## config.mk

```make
export PLATFORM = sky130hd
export DESIGN_NAME = snoop_wt_cache
export DESIGN_NICKNAME = d
export VERILOG_FILES = /design/src/rtl/swc_pkg.sv /design/src/rtl/swc_ram.sv /design/src/rtl/swc_valid_bits.sv /design/src/rtl/swc_ctrl.sv /design/src/rtl/snoop_wt_cache.sv
export SDC_FILE = /design/constraint.sdc
export NUM_CORES = 2
export LEC_CHECK = 0
export BUFFER_PORTS_ARGS = -buffer_cell sky130_fd_sc_hd__buf_2
export CORE_MARGIN = 2
export CORE_UTILIZATION = 50
export DETAILED_ROUTE_END_ITERATION = 7
export PLACE_DENSITY = 0.76
export SLEW_MARGIN = 30
export SYNTH_ARGS = -nofsm -noshare
export SYNTH_HDL_FRONTEND = slang
export SYNTH_HIERARCHICAL = 1
export SYNTH_SLANG_ARGS = --single-unit
export TNS_END_PERCENT = 100
```

## constraint.sdc

```tcl
create_clock -name clk -period 9.9 [get_ports clk]
set_input_delay 0.495 -clock clk [delete_from_list [all_inputs] [get_ports clk]]
set_output_delay 0.495 -clock clk [all_outputs]
set_load 0.02 [all_outputs]
```

## src/rtl/swc_pkg.sv

```systemverilog
package swc_pkg;
  typedef enum logic [1:0] {
    ST_IDLE   = 2'd0,
    ST_WR     = 2'd1,
    ST_RDREQ  = 2'd2,
    ST_RDWAIT = 2'd3
  } swc_state_e;

  localparam logic CMD_RD = 1'b0;
  localparam logic CMD_WR = 1'b1;
endpackage

```

## src/rtl/swc_ram.sv

```systemverilog
module swc_ram #(
  parameter int IDX_W = 6,
  parameter int W     = 10
) (
  input  logic             clk,
  input  logic             we,
  input  logic [IDX_W-1:0] widx,
  input  logic [W-1:0]     wval,
  input  logic [IDX_W-1:0] ridx,
  output logic [W-1:0]     rval
);
  localparam int DEPTH = 2 ** IDX_W;

  logic [W-1:0] store_q [DEPTH];

  always_ff @(posedge clk) begin
    if (we) store_q[widx] <= wval;
  end

  assign rval = store_q[ridx];
endmodule

```

## src/rtl/swc_valid_bits.sv

```systemverilog
module swc_valid_bits #(
  parameter int IDX_W = 6
) (
  input  logic             clk,
  input  logic             rst,
  input  logic             set_en,
  input  logic [IDX_W-1:0] set_idx,
  input  logic             clr_en,
  input  logic [IDX_W-1:0] clr_idx,
  input  logic [IDX_W-1:0] ra_idx,
  output logic             ra_vld,
  input  logic [IDX_W-1:0] rb_idx,
  output logic             rb_vld
);
  localparam int LINES = 2 ** IDX_W;

  logic [LINES-1:0] vld_q;

  always_ff @(posedge clk) begin
    if (rst) begin
      vld_q <= '0;
    end else begin
      if (clr_en) vld_q[clr_idx] <= 1'b0;
      if (set_en) vld_q[set_idx] <= 1'b1;
    end
  end

  assign ra_vld = vld_q[ra_idx];
  assign rb_vld = vld_q[rb_idx];

  // a snoop hit clears the line unless a fill to that index wins
  assert_snoop_clear_R6: assert property (@(posedge clk) disable iff (rst)
    (clr_en && !(set_en && set_idx == clr_idx)) |=> !vld_q[$past(clr_idx)]);

  // an install leaves its line valid
  assert_install_set_R10: assert property (@(posedge clk) disable iff (rst)
    set_en |=> vld_q[$past(set_idx)]);
endmodule

```

## src/rtl/swc_ctrl.sv

```systemverilog
module swc_ctrl
  import swc_pkg::*;
#(
  parameter int ADDR_W = 16,
  parameter int DATA_W = 32
) (
  input  logic              clk,
  input  logic              rst,
  input  logic              cpu_valid,
  input  logic              cpu_we,
  input  logic [ADDR_W-1:0] cpu_addr,
  input  logic [DATA_W-1:0] cpu_wdata,
  output logic              cpu_ready,
  output logic [DATA_W-1:0] cpu_rdata,
  output logic [ADDR_W-1:0] lk_addr,
  input  logic              lk_hit,
  input  logic [DATA_W-1:0] arr_rdata,
  input  logic              snp_match,
  output logic              bus_req,
  input  logic              bus_gnt,
  output logic              bus_cmd,
  output logic [ADDR_W-1:0] bus_addr,
  output logic [DATA_W-1:0] bus_wdata,
  input  logic              bus_rvalid,
  input  logic [DATA_W-1:0] bus_rdata,
  output logic              install,
  output logic              wr_update
);
  swc_state_e        state_q, state_d;
  logic [ADDR_W-1:0] req_addr_q;
  logic [DATA_W-1:0] req_data_q;
  logic              fill_ok_q;
  logic              capture;

  assign lk_addr   = (state_q == ST_IDLE) ? cpu_addr : req_addr_q;
  assign bus_addr  = req_addr_q;
  assign bus_wdata = req_data_q;

  always_comb begin
    state_d   = state_q;
    cpu_ready = 1'b0;
    cpu_rdata = arr_rdata;
    bus_req   = 1'b0;
    bus_cmd   = CMD_RD;
    install   = 1'b0;
    wr_update = 1'b0;
    capture   = 1'b0;
    unique case (state_q)
      ST_IDLE: begin
        if (cpu_valid) begin
          if (cpu_we) begin
            capture = 1'b1;
            state_d = ST_WR;
          end else if (lk_hit && !snp_match) begin
            cpu_ready = 1'b1;
          end else begin
            capture = 1'b1;
            state_d = ST_RDREQ;
          end
        end
      end
      ST_WR: begin
        bus_req = 1'b1;
        bus_cmd = CMD_WR;
        if (bus_gnt) begin
          cpu_ready = 1'b1;
          wr_update = lk_hit;
          state_d   = ST_IDLE;
        end
      end
      ST_RDREQ: begin
        bus_req = 1'b1;
        if (bus_gnt) state_d = ST_RDWAIT;
      end
      ST_RDWAIT: begin
        bus_req = 1'b1;
        if (bus_rvalid) begin
          cpu_ready = 1'b1;
          cpu_rdata = bus_rdata;
          install   = fill_ok_q && !snp_match;
          state_d   = ST_IDLE;
        end
      end
      default: state_d = ST_IDLE;
    endcase
  end

  always_ff @(posedge clk) begin
    if (rst) begin
      state_q    <= ST_IDLE;
      req_addr_q <= '0;
      req_data_q <= '0;
      fill_ok_q  <= 1'b0;
    end else begin
      state_q <= state_d;
      if (capture) begin
        req_addr_q <= cpu_addr;
        req_data_q <= cpu_wdata;
        fill_ok_q  <= 1'b1;
      end else if ((state_q == ST_RDREQ || state_q == ST_RDWAIT) && snp_match) begin
        fill_ok_q <= 1'b0;
      end
    end
  end

  // completion only answers a presented request
  assert_ready_valid_R3: assert property (@(posedge clk) disable iff (rst)
    cpu_ready |-> cpu_valid);

  // a write completes only while the bus is owned
  assert_wr_grant_R4: assert property (@(posedge clk) disable iff (rst)
    (cpu_ready && cpu_we) |-> (bus_req && bus_gnt && bus_cmd == CMD_WR));

  // the request stays up and unchanged until granted
  assert_req_hold_R4: assert property (@(posedge clk) disable iff (rst)
    (bus_req && !bus_gnt && state_q != ST_RDWAIT) |=>
      (bus_req && $stable(bus_addr) && $stable(bus_cmd) && $stable(bus_wdata)));

  // a read that used the bus completes only with returned data
  assert_rd_data_R2: assert property (@(posedge clk) disable iff (rst)
    (cpu_ready && !cpu_we && bus_req) |-> (bus_rvalid && cpu_rdata == bus_rdata));
endmodule

```

## src/rtl/snoop_wt_cache.sv

```systemverilog
module snoop_wt_cache #(
  parameter int ADDR_W = 16,
  parameter int DATA_W = 32,
  parameter int LINES  = 64
) (
  input  logic              clk,
  input  logic              rst,
  input  logic              cpu_valid,
  input  logic              cpu_we,
  input  logic [ADDR_W-1:0] cpu_addr,
  input  logic [DATA_W-1:0] cpu_wdata,
  output logic              cpu_ready,
  output logic [DATA_W-1:0] cpu_rdata,
  output logic              bus_req,
  input  logic              bus_gnt,
  output logic              bus_cmd,
  output logic [ADDR_W-1:0] bus_addr,
  output logic [DATA_W-1:0] bus_wdata,
  input  logic              bus_rvalid,
  input  logic [DATA_W-1:0] bus_rdata,
  input  logic              snp_valid,
  input  logic              snp_write,
  input  logic [ADDR_W-1:0] snp_addr
);
  localparam int IDX_W = $clog2(LINES);
  localparam int TAG_W = ADDR_W - IDX_W;

  logic [ADDR_W-1:0] lk_addr;
  logic [IDX_W-1:0]  lk_idx, snp_idx;
  logic [TAG_W-1:0]  lk_tag, snp_tag;
  logic [IDX_W-1:0]  tag_ridx [2];
  logic [TAG_W-1:0]  tag_rval [2];
  logic              lk_vld, snp_vld, lk_hit, snp_hit, snp_match;
  logic              install, wr_update;
  logic [DATA_W-1:0] arr_rdata;

  assign lk_idx  = lk_addr[IDX_W-1:0];
  assign lk_tag  = lk_addr[ADDR_W-1:IDX_W];
  assign snp_idx = snp_addr[IDX_W-1:0];
  assign snp_tag = snp_addr[ADDR_W-1:IDX_W];

  // Copy 0 serves processor lookups, copy 1 serves snoop lookups.
  for (genvar g = 0; g < 2; g++) begin : g_tag
    assign tag_ridx[g] = (g == 0) ? lk_idx : snp_idx;
    swc_ram #(.IDX_W(IDX_W), .W(TAG_W)) u_tags (
      .clk  (clk),
      .we   (install),
      .widx (lk_idx),
      .wval (lk_tag),
      .ridx (tag_ridx[g]),
      .rval (tag_rval[g])
    );
  end

  swc_ram #(.IDX_W(IDX_W), .W(DATA_W)) u_data (
    .clk  (clk),
    .we   (install || wr_update),
    .widx (lk_idx),
    .wval (install ? bus_rdata : bus_wdata),
    .ridx (lk_idx),
    .rval (arr_rdata)
  );

  swc_valid_bits #(.IDX_W(IDX_W)) u_valid (
    .clk     (clk),
    .rst     (rst),
    .set_en  (install),
    .set_idx (lk_idx),
    .clr_en  (snp_hit),
    .clr_idx (snp_idx),
    .ra_idx  (lk_idx),
    .ra_vld  (lk_vld),
    .rb_idx  (snp_idx),
    .rb_vld  (snp_vld)
  );

  assign lk_hit    = lk_vld && (tag_rval[0] == lk_tag);
  assign snp_hit   = snp_valid && snp_write && snp_vld && (tag_rval[1] == snp_tag);
  assign snp_match = snp_valid && snp_write && (snp_addr == lk_addr);

  swc_ctrl #(.ADDR_W(ADDR_W), .DATA_W(DATA_W)) u_ctrl (
    .clk        (clk),
    .rst        (rst),
    .cpu_valid  (cpu_valid),
    .cpu_we     (cpu_we),
    .cpu_addr   (cpu_addr),
    .cpu_wdata  (cpu_wdata),
    .cpu_ready  (cpu_ready),
    .cpu_rdata  (cpu_rdata),
    .lk_addr    (lk_addr),
    .lk_hit     (lk_hit),
    .arr_rdata  (arr_rdata),
    .snp_match  (snp_match),
    .bus_req    (bus_req),
    .bus_gnt    (bus_gnt),
    .bus_cmd    (bus_cmd),
    .bus_addr   (bus_addr),
    .bus_wdata  (bus_wdata),
    .bus_rvalid (bus_rvalid),
    .bus_rdata  (bus_rdata),
    .install    (install),
    .wr_update  (wr_update)
  );

  // a read hit is never granted over a same-cycle snooped write to it
  assert_no_stale_hit_R6: assert property (@(posedge clk) disable iff (rst)
    (cpu_ready && !cpu_we && !bus_req) |-> !snp_match);
endmodule

```

==> metrics.md <==
| Metric | Value |
|---|---|
| Post-route ant nets | `0` |
| Vias in the first global route | `69707` |
| Number of vias per cell | `6.50` |
| Initial DRC count | `9710` |
| Final-report setup violation count | `0` |
| Worst-Margin Slew | `1.04 ns` |
| Run status | `complete, no violations` |
| # IOs | `187` |
| Detailed-route via count | `68642` |
| Area grow syn2layout | `14.0%` |
| Clock share of power | `39.8%` |
| Asr flop ratio synth | `0%` |
| Setup bufs post-CTS | `0` |
| Critical-path maximum fanout | `102` |
| Yosys reg bits | `3443` |
| Clock sink count | `3443` |
| Total gr overflow | `0` |
| Final core utilization | `57.4%` |
| Critical path, cell by cell | `nor2_8 > mux2_8 > buf_12 > buf_4 > buf_12 > mux4_2 > mux4_2 > o22ai_1 > nor2_1 > mux2_2 > buf_2` |
| Switching power | `0.00780 W` |
| Post-synth EDFFs | `3328` |
| Post-synth top area share | `74.0%` |
| Syn Nets | `6397` |
| Sw frac | `23.9%` |
| Buf/Inv on CP | `4` |
| Area contributors post-synth | `edfxtp_1, mux4_2, mux2i_1` |
| Post-DP HPWL | `193 mm` |
| Synth Area in XOR/XNOR | `0.233%` |
| Hold Crit Class | `in -> reg` |
| Largest net degree at the start of global routing | `123` |
| Setup TNS | `0 ns` |
| Simple-gate share of the synthesized area | `2.57%` |
| Max-Cap Viols | `0` |
| Max Freq | `120 MHz` |
| Filler instances | `18382` |
| Yosys warnings | `6` |
| Worst-Skew Late Latency | `0.95 ns` |
| Power consumption | `0.0327 W` |
| Starting Density | `50.3%` |
| # rows | `190` |
| Pwr Density | `212 nW/um^2` |
| First-pass GRT wire length | `493 mm` |
| GRT Max-Usage Layer | `met2` |
| Multi-input gate area | `31900 um^2` |
| CTS tree | `done` |
| Period utilization | `84.5%` |
| DR DRC count | `0` |
| CP Class | `reg -> out` |
| Layout Skew | `0.0636 ns` |
| Cts bufs inserted | `345` |
| Largest family of logic cells by synthesized area | `multiplexers` |
| Mapped cell area | `135000 um^2` |
| Max Transition Viols Final | `0` |
| Port Buffers | `186` |
| GR Layer Usage met1 | `32.3%` |
| Cell internal pwr | `0.0249 W` |
| CP Data Required Time | `9.41 ns` |
| Clock root cell | `clkbuf_16` |
| Mux cell area share after synthesis | `17.8%` |
| Total core area | `268000 um^2` |
| Logic pwr share | `10.5%` |
| Avg WL per Cell | `32.4 um` |
| Max transition margin | `30.1%` |
| Critical Path Max Stage Delay | `0.78 ns` |
| Flip-flop and latch area | `102000 um^2` |
| Final nets | `6824` |
| Die area | `274000 um^2` |
| All-Layer GR Usage | `24.8%` |
| Clk slew on worst S/H paths | `0.06 ns` |
| Hold Vio Cnt, Final | `0` |
| Met2 GRT Util | `41.4%` |
| Die height | `524 um` |
| GR met3 Demand/Resource | `4.51%` |
| DRT Wirelength | `342 mm` |
| Unrepaired setup endpoints after global routing | `false` |
| Post-synthesis compound-gate area fraction | `2.32%` |
| Main synth FF type | `edfxtp_1` |
| Slowest-stage cell, CP | `mux2_8` |
| Fraction of layout cells with a size suffix above 1 | `29.5%` |
| DIE WIDTH | `524 um` |
| Top cell type by total area after synthesis | `edfxtp_1` |
| First-pass DRT Iterations | `6` |
| H-tree depth | `5` |
| Seq/Total Area, Yosys | `75.7%` |
| Placer Congestion | `0.828` |
| Synth cell types | `65` |
| Worst-case clock buffer depth | `4` |
| CP top delay family | `multiplexers` |
| Min Tclk post-route | `8.36 ns` |
| Pleak | `47.6 nW` |
| Data arrival time of the worst path | `7.87 ns` |
| Initial antenna violation count | `20` |
| Post-Syn Instances | `6293` |
| Worst VDD drop | `0.207 mV` |
| Seq pwr share | `49.7%` |
| Worst setup SP type | `flop` |
| Mapped Avg Cell Area | `21.5 um^2` |
| Post-Synth Adder-Cell Area | `0%` |
| Critical path endpoint category | `output pin` |
==> metal layers <==
| metal | vias up | share of wire (%) |
|---|---|---|
| li1 | 27224 | - |
| met1 | 36055 | 36 |
| met2 | 4587 | 50 |
| met3 | 764 | 9.7 |
| met4 | 12 | 4.3 |
| met5 | - | 0.024 |
==> cells in the mapped netlist (5+ instances only) <==
master / instances
a221oi_1: 10
edfxtp_1: 3328
buf_2: 100
a22oi_1: 34
dfxtp_1: 115
mux2_4: 10
nor3b_1: 8
nand4_1: 14
xnor2_1: 27
or3b_2: 5
o22ai_1: 115
a311oi_1: 10
nor2b_1: 45
or3_1: 8
a22o_1: 12
a2111oi_2: 10
nand3b_1: 15
a21oi_1: 132
and3_1: 6
buf_1: 27
nor2_1: 288
nand2_1: 122
o221ai_1: 29
buf_4: 61
mux4_2: 886
mux4_1: 10
xor2_1: 9
buf_6: 14
mux2_2: 95
nand2b_1: 121
mux2i_1: 259
a211oi_1: 19
o211ai_1: 7
clkbuf_1: 155
o21ai_0: 62
and2_1: 14
nand3_1: 30
nor3_1: 16
o31ai_1: 9
o21ai_1: 8
==> per-stage QoR <==
stage | setup WS (ns) | hold slack, ns | std cells | cell area, um^2
5_1_grt | 1.15 | 0.0577 | 10550 | 154000
4_1_cts | 1.32 | 0.0209 | 10546 | 154000
3_3_place_gp | 1.76 | 0.471 | 9818 | 140000
6_report | 1.54 | 0.0637 | 10557 | 154000
3_5_place_dp | 1.75 | 0.479 | 9871 | 142000
2_1_floorplan | 2.82 | 0.455 | 6293 | 135000
==> final timing paths <==
kind	start	end	slack, ns	cells after the start
worst max-delay path	u_ctrl/state_q[1]	cpu_rdata[15]	1.54	11
worst min-delay path	bus_gnt	u_ctrl/state_q[0]	0.06	3
worst max register to register	u_ctrl/state_q[1]	u_data/store_q[30][8]	1.61	17
worst min register to register	u_valid/vld_q[40]	u_valid/vld_q[40]	0.49	2
==> logic make-up (layout without fill, tap and decap cells) <==
kind of cell,count (synthesis),after routing
AOI/OAI and AO/OA,475,475
xor gates and xnor gates,36,36
buffers and inverters,365,1068
DFF,3443,3443
muxes,1260,1260
other,0,9
and+or+nand+nor,714,714
==> power groups by stage <==
stage	combinational, W	sequential (W)	clock [W]
floorplan	0.00215	0.0166	0
global placement	0.00327	0.0165	0
detailed placement	0.00336	0.0165	0
CTS	0.00341	0.0162	0.0131
global route	0.00359	0.0162	0.0137
finish	0.00343	0.0162	0.0130
==> tightest hold or removal path, delay by kind of cell <==
family	cells	cell delay (ns)
AO/OA/AOI/OAI	2	0.28
buffers and inverters	1	0.18
==> layout make-up <==
type                    instances  share of cell area (%)
inverters                       2                 0.00488
repair buffers                443                    2.69
clock inverters               207                    1.43
flip-flops and latches       3443                    66.4
multi-input cells            2485                    20.7
clock buffers                 416                    5.87
diodes                          9                  0.0146
well taps                    3552                    2.89
==> placed cells by master, fill, tap and decap left out, types with 72 or more instances in the layout <==
master	netlist	final
nor2_1	288	141
mux4_2	886	886
nand2b_1	121	119
buf_2	100	182
a21oi_1	132	132
edfxtp_1	3328	3328
mux2_2	95	77
clkinv_1	0	72
nor2_2	0	85
o22ai_1	115	115
clkbuf_16	0	350
mux2i_1	259	259
buf_4	61	141
nand2_1	122	122
dfxtp_1	115	115
==> flip-flops by register name (all words and copies together), names as in the netlist <==
name and flops:
u_ctrl/state_q 2, u_data/store_q 2048, u_ctrl/bus_addr 16, u_ctrl/fill_ok_q 1, u_ctrl/bus_wdata 32, u_valid/vld_q 64, g_tag.u_tags/store_q 1280
==> what timing repair did <==
item                                   4_1_cts  5_1_grt
hold buffers                                52        0
resized for setup                            0        0
endpoints found under the hold margin       50        0
No activity file was read; power rests on OpenSTA's default activity.
